<file path="src/rtl/serctl_pkg.sv">
// Package serctl_pkg
// Shared types and address constants for the serial control register slave.
// Assumes an 8-bit address byte; the addresses are fixed by the chip's map.
package serctl_pkg;

    // Decoded meaning of a received address byte
    typedef enum logic [2:0] {
        CMD_NONE,
        CMD_RESET,
        CMD_WR_A,
        CMD_WR_B,
        CMD_RD_A,
        CMD_RD_B
    } cmd_e;

    // Position of the frame within the current transaction
    typedef enum logic [1:0] {
        PH_ADDR,
        PH_WRITE,
        PH_READ,
        PH_DONE
    } phase_e;

    localparam int          ADDR_W     = 8;
    localparam logic [7:0]  ADR_GRESET = 8'h1A;
    localparam logic [7:0]  ADR_WR_A   = 8'h1B;
    localparam logic [7:0]  ADR_WR_B   = 8'h1E;
    localparam logic [7:0]  ADR_RD_A   = 8'hEB;
    localparam logic [7:0]  ADR_RD_B   = 8'hEE;

endpackage

</file>
<file path="src/rtl/serctl_sync.sv">
// Module serctl_sync
// Multi-stage synchronizer for a vector of asynchronous inputs.
// It also keeps one extra stage so that edges can be detected.
// Assumes every input is held for more than STAGES+1 clock cycles per level.
module serctl_sync #(
    parameter int             W       = 4,
    parameter int             STAGES  = 2,
    parameter logic [W-1:0]   RST_VAL = '0
) (
    input  logic         clk,
    input  logic         rst_n,
    input  logic [W-1:0] din,
    output logic [W-1:0] dout,
    output logic [W-1:0] dout_prev
);
    localparam int DEPTH = STAGES + 1;

    logic [DEPTH-1:0][W-1:0] stg;

    // Shift the inputs through the synchronizer chain
    always_ff @(posedge clk) begin
        if (!rst_n) begin
            stg <= {DEPTH{RST_VAL}};
        end else begin
            stg <= {stg[DEPTH-2:0], din};
        end
    end

    assign dout      = stg[STAGES-1];
    assign dout_prev = stg[STAGES];

endmodule

</file>
<file path="src/rtl/serctl_decode.sv">
// Module serctl_decode
// Combinational map from an address byte to a command.
// Direction comes from the address alone; there is no read/write bit.
// An address that is not in the map decodes to CMD_NONE.
module serctl_decode
    import serctl_pkg::*;
#(
    parameter int              AW     = ADDR_W,
    parameter logic [AW-1:0]   A_RST  = AW'(ADR_GRESET),
    parameter logic [AW-1:0]   A_WR_A = AW'(ADR_WR_A),
    parameter logic [AW-1:0]   A_WR_B = AW'(ADR_WR_B),
    parameter logic [AW-1:0]   A_RD_A = AW'(ADR_RD_A),
    parameter logic [AW-1:0]   A_RD_B = AW'(ADR_RD_B)
) (
    input  logic [AW-1:0] addr,
    output cmd_e          cmd
);

    // Compare the address against each owned location
    always_comb begin
        if (addr == A_RST)       cmd = CMD_RESET;
        else if (addr == A_WR_A) cmd = CMD_WR_A;
        else if (addr == A_WR_B) cmd = CMD_WR_B;
        else if (addr == A_RD_A) cmd = CMD_RD_A;
        else if (addr == A_RD_B) cmd = CMD_RD_B;
        else                     cmd = CMD_NONE;
    end

endmodule

</file>
<file path="src/rtl/serctl_frame.sv">
// Module serctl_frame
// Transaction framer. It shifts in the address byte and decodes it.
// It then either collects a write byte, shifts out a read byte, or issues the
// clear command. Once the transaction is complete, it ignores the serial
// clock until the port goes idle.
// Assumes single-cycle sck_rise/sck_fall strobes that never coincide.
// Assumes sdi_bit is stable at each rise strobe.
module serctl_frame
    import serctl_pkg::*;
#(
    parameter int DW = 8
) (
    input  logic          clk,
    input  logic          rst_n,
    input  logic          active,
    input  logic          sck_rise,
    input  logic          sck_fall,
    input  logic          sdi_bit,
    input  logic [DW-1:0] rd_a,
    input  logic [DW-1:0] rd_b,
    output logic          wr_stb,
    output logic [1:0]    wr_sel,
    output logic [DW-1:0] wr_data,
    output logic          clr,
    output logic          sdo
);
    localparam int            CW   = $clog2(DW);
    localparam logic [CW-1:0] LAST = CW'(DW - 1);

    phase_e        phase;
    logic [CW-1:0] cnt;
    logic [DW-1:0] shreg;
    logic [DW-1:0] txreg;
    logic [DW-1:0] word_in;
    logic          last_bit;
    cmd_e          cmd;

    assign word_in  = {shreg[DW-2:0], sdi_bit};
    assign last_bit = (cnt == LAST);

    serctl_decode #(
        .AW (DW)
    ) u_decode (
        .addr (word_in),
        .cmd  (cmd)
    );

    // Framing state machine: shift, count, decode, strobe and reply
    always_ff @(posedge clk) begin
        if (!rst_n) begin
            phase   <= PH_ADDR;
            cnt     <= '0;
            shreg   <= '0;
            txreg   <= '0;
            wr_stb  <= 1'b0;
            wr_sel  <= '0;
            wr_data <= '0;
            clr     <= 1'b0;
            sdo     <= 1'b0;
        end else begin
            wr_stb <= 1'b0;
            clr    <= 1'b0;
            if (!active) begin
                phase <= PH_ADDR;
                cnt   <= '0;
                sdo   <= 1'b0;
            end else if (sck_rise) begin
                unique case (phase)
                    PH_ADDR: begin
                        shreg <= word_in;
                        cnt   <= cnt + CW'(1);
                        if (last_bit) begin
                            cnt <= '0;
                            case (cmd)
                                CMD_RESET: begin
                                    clr   <= 1'b1;
                                    phase <= PH_DONE;
                                end
                                CMD_WR_A: begin
                                    wr_sel <= 2'b01;
                                    phase  <= PH_WRITE;
                                end
                                CMD_WR_B: begin
                                    wr_sel <= 2'b10;
                                    phase  <= PH_WRITE;
                                end
                                CMD_RD_A: begin
                                    txreg <= rd_a;
                                    phase <= PH_READ;
                                end
                                CMD_RD_B: begin
                                    txreg <= rd_b;
                                    phase <= PH_READ;
                                end
                                default: phase <= PH_DONE;
                            endcase
                        end
                    end
                    PH_WRITE: begin
                        shreg <= word_in;
                        cnt   <= cnt + CW'(1);
                        if (last_bit) begin
                            cnt     <= '0;
                            wr_stb  <= 1'b1;
                            wr_data <= word_in;
                            phase   <= PH_DONE;
                        end
                    end
                    PH_READ: begin
                        cnt <= cnt + CW'(1);
                        if (last_bit) begin
                            cnt   <= '0;
                            sdo   <= 1'b0;
                            phase <= PH_DONE;
                        end
                    end
                    PH_DONE: begin
                    end
                endcase
            end else if (sck_fall && phase == PH_READ) begin
                sdo   <= txreg[DW-1];
                txreg <= {txreg[DW-2:0], 1'b0};
            end
        end
    end

    // an idle or aborted port always restarts its bit count from zero
    assert_idle_count_R6: assert property (@(posedge clk) disable iff (!rst_n)
        !active |=> (cnt == '0));

    // the clear command never lasts more than one cycle
    assert_clear_single_R4: assert property (@(posedge clk) disable iff (!rst_n)
        clr |=> !clr);

    // strobes only appear as a transaction completes, never in the address phase
    assert_strobe_done_R9: assert property (@(posedge clk) disable iff (!rst_n)
        (wr_stb || clr) |-> (phase == PH_DONE));

endmodule

</file>
<file path="src/rtl/serctl_regfile.sv">
// Module serctl_regfile
// Writable control registers. Each register loads on a write strobe that
// selects it, and all registers clear together on the clear command.
// Assumes wr_sel is one-hot whenever wr_stb is high.
module serctl_regfile #(
    parameter int DW   = 8,
    parameter int NREG = 2
) (
    input  logic                     clk,
    input  logic                     rst_n,
    input  logic                     clr,
    input  logic                     wr_stb,
    input  logic [NREG-1:0]          wr_sel,
    input  logic [DW-1:0]            wr_data,
    output logic [NREG-1:0][DW-1:0]  regs
);

    for (genvar g = 0; g < NREG; g++) begin : g_reg
        // Hold, load or clear one control register
        always_ff @(posedge clk) begin
            if (!rst_n) begin
                regs[g] <= '0;
            end else if (clr) begin
                regs[g] <= '0;
            end else if (wr_stb && wr_sel[g]) begin
                regs[g] <= wr_data;
            end
        end

        // a clear leaves the register at zero
        assert_clear_zero_R4: assert property (@(posedge clk) disable iff (!rst_n)
            clr |=> (regs[g] == '0));

        // without a strobe or clear aimed at it, the register keeps its value
        assert_hold_R2: assert property (@(posedge clk) disable iff (!rst_n)
            !(clr || (wr_stb && wr_sel[g])) |=> $stable(regs[g]));
    end

    // every write strobe selects exactly one register
    assert_sel_onehot_R2: assert property (@(posedge clk) disable iff (!rst_n)
        wr_stb |-> ($countones(wr_sel) == 1));

endmodule

</file>
<file path="src/rtl/serctl_slave.sv">
// Module serctl_slave
// Top of the serial control register slave. It synchronizes the port pins,
// detects serial clock edges, frames transactions and holds the control
// registers. Assumes each serial clock level lasts at least four clk cycles.
module serctl_slave
    import serctl_pkg::*;
#(
    parameter int DW     = 8,
    parameter int STAGES = 2
) (
    input  logic          clk,
    input  logic          rst_n,
    input  logic          port_on,
    input  logic          sel_n,
    input  logic          sclk,
    input  logic          sdi,
    output logic          sdo,
    output logic [DW-1:0] ctrl_a,
    output logic [DW-1:0] ctrl_b,
    output logic          gen_rst
);
    localparam int NPIN = 4;
    localparam int NREG = 2;
    localparam logic [NPIN-1:0] PIN_IDLE = 4'b0001;

    logic [NPIN-1:0]          pins_s;
    logic [NPIN-1:0]          pins_p;
    logic                     port_on_s;
    logic                     sel_n_s;
    logic                     sclk_s;
    logic                     sclk_p;
    logic                     sdi_s;
    logic                     active;
    logic                     sck_rise;
    logic                     sck_fall;
    logic                     wr_stb;
    logic [1:0]               wr_sel;
    logic [DW-1:0]            wr_data;
    logic                     clr;
    logic [NREG-1:0][DW-1:0]  regs;

    serctl_sync #(
        .W       (NPIN),
        .STAGES  (STAGES),
        .RST_VAL (PIN_IDLE)
    ) u_sync (
        .clk       (clk),
        .rst_n     (rst_n),
        .din       ({port_on, sdi, sclk, sel_n}),
        .dout      (pins_s),
        .dout_prev (pins_p)
    );

    assign sel_n_s   = pins_s[0];
    assign sclk_s    = pins_s[1];
    assign sdi_s     = pins_s[2];
    assign port_on_s = pins_s[3];
    assign sclk_p    = pins_p[1];

    assign active   = port_on_s && !sel_n_s;
    assign sck_rise = sclk_s && !sclk_p;
    assign sck_fall = !sclk_s && sclk_p;

    serctl_frame #(
        .DW (DW)
    ) u_frame (
        .clk      (clk),
        .rst_n    (rst_n),
        .active   (active),
        .sck_rise (sck_rise),
        .sck_fall (sck_fall),
        .sdi_bit  (sdi_s),
        .rd_a     (regs[0]),
        .rd_b     (regs[1]),
        .wr_stb   (wr_stb),
        .wr_sel   (wr_sel),
        .wr_data  (wr_data),
        .clr      (clr),
        .sdo      (sdo)
    );

    serctl_regfile #(
        .DW   (DW),
        .NREG (NREG)
    ) u_regfile (
        .clk     (clk),
        .rst_n   (rst_n),
        .clr     (clr),
        .wr_stb  (wr_stb),
        .wr_sel  (wr_sel),
        .wr_data (wr_data),
        .regs    (regs)
    );

    assign ctrl_a  = regs[0];
    assign ctrl_b  = regs[1];
    assign gen_rst = clr;

    // a deselected or disabled port drives the reply low
    assert_reply_idle_R8: assert property (@(posedge clk) disable iff (!rst_n)
        !active |=> !sdo);

    // a disabled port issues neither a write nor a clear
    assert_disabled_quiet_R7: assert property (@(posedge clk) disable iff (!rst_n)
        !port_on_s |=> !(wr_stb || clr));

endmodule

</file>
<file path="config.mk">
export PLATFORM = sky130hd
export DESIGN_NAME = serctl_slave
export DESIGN_NICKNAME = d
export VERILOG_FILES = /design/src/rtl/serctl_pkg.sv /design/src/rtl/serctl_sync.sv /design/src/rtl/serctl_decode.sv /design/src/rtl/serctl_frame.sv /design/src/rtl/serctl_regfile.sv /design/src/rtl/serctl_slave.sv
export SDC_FILE = /design/constraint.sdc
export NUM_CORES = 1
export LEC_CHECK = 0
export BUFFER_PORTS_ARGS = -buffer_cell sky130_fd_sc_hd__buf_2
export CORE_MARGIN = 2
export CORE_UTILIZATION = 57
export DETAILED_ROUTE_END_ITERATION = 8
export PLACE_DENSITY_LB_ADDON = 0.2
export SETUP_SLACK_MARGIN = 0.02
export SLEW_MARGIN = 5
export SYNTH_ARGS = -nofsm -noshare
export SYNTH_HDL_FRONTEND = slang
export SYNTH_SLANG_ARGS = --single-unit
</file>
<file path="constraint.sdc">
create_clock -name clk -period 2.32 [get_ports clk]
set_clock_uncertainty 0.15 [all_clocks]
set_input_delay 0.348 -clock clk [delete_from_list [all_inputs] [get_ports clk]]
set_output_delay 0.348 -clock clk [all_outputs]
set_load 0.03 [all_outputs]
</file>
==> run_summary.xml <==
<?xml version="1.0" encoding="UTF-8"?>
<metrics>
  <group name="clock_network">
    <metric name="clockBufferDepth" unit="">2</metric>
    <metric name="cts.reportedPaths.clkPinSlew" unit="ns">0.06</metric>
    <metric name="htreeDepth" unit="">3</metric>
    <metric name="cts-buffers-inserted" unit="">9</metric>
    <metric name="numClockSinks" unit="">58</metric>
    <metric name="root_buffer" unit="">sky130_fd_sc_hd__clkbuf_8</metric>
    <metric name="cts_post_setup_buffers_inserted" unit="">0</metric>
    <metric name="tritoncts" unit="">built</metric>
    <metric name="hold_buffers" unit="">0</metric>
    <metric name="clkLatencyLatePin" unit="ns">0.33</metric>
    <metric name="cts-resized-gates" unit="">0</metric>
  </group>
  <group name="final_layout">
    <metric name="fillCellCount" unit="">365</metric>
    <metric name="final_core_utilization" unit="">0.6855</metric>
    <metric name="layout.cells.most_common" unit="">sky130_fd_sc_hd__dfxtp_1</metric>
    <metric name="final-seq-area" unit="mm^2">0.001161</metric>
    <metric name="share_of_final_layout_standard_cells_stronger_than_drive_strength_1" unit="">0.1457</metric>
    <metric name="diodes" unit="">0</metric>
    <metric name="layout.nets" unit="">310</metric>
    <metric name="multi_input_comb_area" unit="mm^2">0.001189</metric>
    <metric name="synthToLayoutAreaGrowth" unit="%">13.42</metric>
    <metric name="layout_common_cells" unit="">58 x sky130_fd_sc_hd__dfxtp_1, 31 x sky130_fd_sc_hd__nand2_1, 23 x sky130_fd_sc_hd__buf_2</metric>
  </group>
  <group name="timing">
    <metric name="setup_viol" unit="">0</metric>
    <metric name="totalNegativeSetupSlack" unit="ns">0</metric>
    <metric name="slew-limit-headroom" unit="">0.5975</metric>
    <metric name="hold_viol" unit="">0</metric>
    <metric name="clock.fmax" unit="GHz">0.4788</metric>
    <metric name="min_period_over_period" unit="">0.9002</metric>
    <metric name="timing.final.ws_setup" unit="ns">0.2316</metric>
    <metric name="grt_setup_unrepaired" unit="">false</metric>
    <metric name="final-max-slew-violation-count" unit="">0</metric>
    <metric name="finalCriticalPeriod" unit="ns">2.088</metric>
    <metric name="max_slew.worst_pin.slew" unit="ns">0.6038</metric>
  </group>
  <group name="logic_synthesis">
    <metric name="most_area_consuming_cells_after_synthesis" unit="">sky130_fd_sc_hd__dfxtp_1 47%, sky130_fd_sc_hd__mux2i_1 6.9%, sky130_fd_sc_hd__nand2_1 4.7%, sky130_fd_sc_hd__nor2b_1 4.3%, sky130_fd_sc_hd__a21oi_1 4.1%</metric>
    <metric name="synth.cell_area" unit="mm^2">0.002452</metric>
    <metric name="synth.net_count" unit="">285</metric>
    <metric name="synth.lib_cells_used.distinct" unit="">34</metric>
    <metric name="postSynthRegisterBits" unit="">58</metric>
    <metric name="avgSynthCellArea" unit="um^2">9.016</metric>
    <metric name="synthDominantCellAreaShare" unit="">0.4735</metric>
    <metric name="ys_warn_count" unit="">0</metric>
    <metric name="synthDominantAreaCellType" unit="">sky130_fd_sc_hd__dfxtp_1</metric>
    <metric name="synth-seq-area-share" unit="">0.4735</metric>
    <metric name="synth_cells" unit="">272</metric>
  </group>
  <group name="critical_path">
    <metric name="crit_top_cell" unit="">sky130_fd_sc_hd__ha_1</metric>
    <metric name="timing.setup.critical_path_class" unit="">reg -&gt; reg</metric>
    <metric name="cp_data_required_time" unit="ns">2.40</metric>
    <metric name="crit_chain" unit="">ha_1, ha_1, a41oi_1, or3_1, o32ai_1</metric>
    <metric name="path_buf_inv" unit="">0</metric>
    <metric name="slowest_stage" unit="">sky130_fd_sc_hd__or3_1</metric>
    <metric name="endpoint_kind" unit="">flip-flop</metric>
    <metric name="critPathArrivalTime" unit="ns">2.17</metric>
    <metric name="cp_slowest_stage_delay" unit="ns">0.52</metric>
    <metric name="path_max_fanout" unit="">8</metric>
    <metric name="cp-start-kind" unit="">flip-flop</metric>
    <metric name="crit_family" unit="">simple AND/OR/NAND/NOR gates</metric>
  </group>
  <group name="route">
    <metric name="routed-via-count" unit="">1967</metric>
    <metric name="drt-vias-per-instance" unit="">5.588</metric>
    <metric name="dr.pass1.iters" unit="">4</metric>
    <metric name="dr.first_iter.drc_count" unit="">156</metric>
    <metric name="final_antenna_net_count" unit="">0</metric>
    <metric name="wl_per_cell" unit="um">14.52</metric>
    <metric name="remaining_drc_errors" unit="">0</metric>
    <metric name="totalWireLength" unit="mm">5.111</metric>
  </group>
  <group name="floorplanning">
    <metric name="core.rowCount" unit="">23</metric>
    <metric name="die_height" unit="um">69.59</metric>
    <metric name="die_area" unit="mm^2">0.004843</metric>
    <metric name="i_o_pin_cnt" unit="">24</metric>
    <metric name="placeableCoreArea" unit="mm^2">0.004058</metric>
    <metric name="die_w" unit="um">69.59</metric>
    <metric name="initial_core_util" unit="">0.6044</metric>
  </group>
  <group name="run">
    <metric name="cap_violations" unit="">0</metric>
  </group>
  <group name="grt">
    <metric name="groute.usage.overall" unit="">0.2399</metric>
    <metric name="antenna_found_initial" unit="">0</metric>
    <metric name="grt_pass1_vias" unit="">1853</metric>
    <metric name="gr-total-overflow" unit="">0</metric>
    <metric name="grt_start_max_net_pins" unit="">37</metric>
    <metric name="grt_pass1_wl" unit="mm">9.011</metric>
  </group>
  <group name="power">
    <metric name="total_switching_power" unit="W">0.0003941</metric>
    <metric name="fraction_of_power_consumed_by_combinational_cells" unit="">0.024</metric>
    <metric name="power.share.clock" unit="">0.425</metric>
    <metric name="pwr-share-seq" unit="">0.551</metric>
    <metric name="p_sw_frac" unit="">0.2158</metric>
    <metric name="p_int" unit="W">0.001432</metric>
    <metric name="cellLeakagePower" unit="nW">1.067</metric>
    <metric name="peakVddDrop" unit="mV">0.5260</metric>
    <metric name="cellPowerDensity" unit="mW/mm^2">656.7</metric>
  </group>
  <group name="outcome">
    <metric name="outcome" unit="">completed</metric>
  </group>
  <group name="min_path">
    <metric name="hp-class" unit="">in -&gt; reg</metric>
  </group>
  <group name="placed_design">
    <metric name="port_buffers" unit="">23</metric>
    <metric name="dp_hpwl" unit="mm">3.559</metric>
    <metric name="gp_congestion" unit="">0.8258</metric>
    <metric name="place_ws" unit="ns">0.2605</metric>
  </group>
</metrics>
==> final cells by class <==
type,instances,area share
repair buffers,30,0.06028
well taps,50,0.02249
flip-flops and latches,58,0.4175
clock inverters,3,0.005398
clock buffers,13,0.05353
multi-input cells,188,0.4274
inverters,10,0.01350
==> cell families after synthesis <==
family / synth area share
compound gates: 0.1286
xor+xnor: 0.003572
fa+ha+maj: 0.03571
buf+inv: 0.04184
flops: 0.4735
mux: 0.06939
simple gates: 0.2474
==> worst reg2reg max path, delay by kind of cell (launching register included) <==
| kind | cells | cell delay [ns] |
|---|---|---|
| AND/OR/NAND/NOR | 1 | 0.52 |
| AO/OA/AOI/OAI | 2 | 0.51 |
| adder cells (fa/ha/maj) | 2 | 0.47 |
| flip-flops | 1 | 0.35 |
==> registers in the layout, summed over array words and instances, names as in the netlist <==
signal,flops
u_frame.wr_data,8
u_regfile.regs,16
u_frame.shreg,7
u_sync.dout,4
u_sync.dout_prev,1
u_frame.txreg,8
u_frame.sdo,1
u_sync.stg,4
u_frame.cnt,3
u_frame.wr_stb,1
u_frame.wr_sel,2
u_frame.phase,2
u_frame.clr,1
==> cells in the mapped netlist <==
| master | count |
|---|---|
| sky130_fd_sc_hd__a211oi_1 | 9 |
| sky130_fd_sc_hd__a21boi_0 | 1 |
| sky130_fd_sc_hd__a21boi_1 | 1 |
| sky130_fd_sc_hd__a21oi_1 | 20 |
| sky130_fd_sc_hd__a311oi_1 | 1 |
| sky130_fd_sc_hd__a41oi_1 | 1 |
| sky130_fd_sc_hd__and2_1 | 9 |
| sky130_fd_sc_hd__and4_1 | 1 |
| sky130_fd_sc_hd__and4b_1 | 2 |
| sky130_fd_sc_hd__buf_2 | 4 |
| sky130_fd_sc_hd__clkbuf_1 | 12 |
| sky130_fd_sc_hd__dfxtp_1 | 58 |
| sky130_fd_sc_hd__ha_1 | 7 |
| sky130_fd_sc_hd__inv_1 | 10 |
| sky130_fd_sc_hd__mux2i_1 | 17 |
| sky130_fd_sc_hd__nand2_1 | 31 |
| sky130_fd_sc_hd__nand2b_1 | 4 |
| sky130_fd_sc_hd__nand3_1 | 18 |
| sky130_fd_sc_hd__nand3b_1 | 2 |
| sky130_fd_sc_hd__nand4_1 | 1 |
| sky130_fd_sc_hd__nand4b_1 | 2 |
| sky130_fd_sc_hd__nor2_1 | 12 |
| sky130_fd_sc_hd__nor2b_1 | 17 |
| sky130_fd_sc_hd__nor3_1 | 10 |
| sky130_fd_sc_hd__nor3b_2 | 1 |
| sky130_fd_sc_hd__nor4b_1 | 1 |
| sky130_fd_sc_hd__o211a_1 | 1 |
| sky130_fd_sc_hd__o211ai_1 | 2 |
| sky130_fd_sc_hd__o21ai_0 | 4 |
| sky130_fd_sc_hd__o32ai_1 | 8 |
| sky130_fd_sc_hd__or2_1 | 1 |
| sky130_fd_sc_hd__or3_1 | 2 |
| sky130_fd_sc_hd__or4b_1 | 1 |
| sky130_fd_sc_hd__xor2_1 | 1 |
==> final timing paths <==
kind	startpoint	endpoint	slack [ns]	cells after the start
worst min-delay path	sel_n	u_sync.stg[0]	0.06	2
worst max register to register	u_frame.cnt[0]	u_frame.txreg[1]	0.23	5
worst min register to register	u_sync.stg[0]	u_sync.dout[0]	0.26	1
worst max-delay path	u_frame.cnt[0]	u_frame.txreg[1]	0.23	5
==> power by group through the flow <==
stage	Combinational, W	Clock [W]	Sequential, W
6_report	0.0000436	0.000777	0.00101
3_5_place_dp	0.0000442	0	0.00103
4_1_cts	0.0000444	0.000804	0.00101
5_1_grt	0.0000495	0.000860	0.00101
3_3_place_gp	0.0000437	0	0.00103
2_1_floorplan	0.0000312	0	0.00103
==> per-layer routing <==
layer | wire length, um | global-route usage | up-vias
met5 | 0 | 0 | -
met4 | 54 | 0.08497 | 0
met3 | 319 | 0.09302 | 5
met2 | 2350 | 0.3622 | 56
met1 | 2386 | 0.3128 | 902
li1 | - | - | 1004
==> stage by stage <==
stage	instances	cell area, um^2	hold WS, ns	power, W
after CTS	352	2781	0.04877	0.001854
after global placement	336	2618	0.2397	0.001071
after global routing	352	2781	0.05116	0.001915
final	352	2781	0.06102	0.001826
after floorplan	272	2452	0.2363	0.001058
after detailed placement	336	2618	0.2486	0.001072
Note: power is estimated with default switching activity, not from simulation.
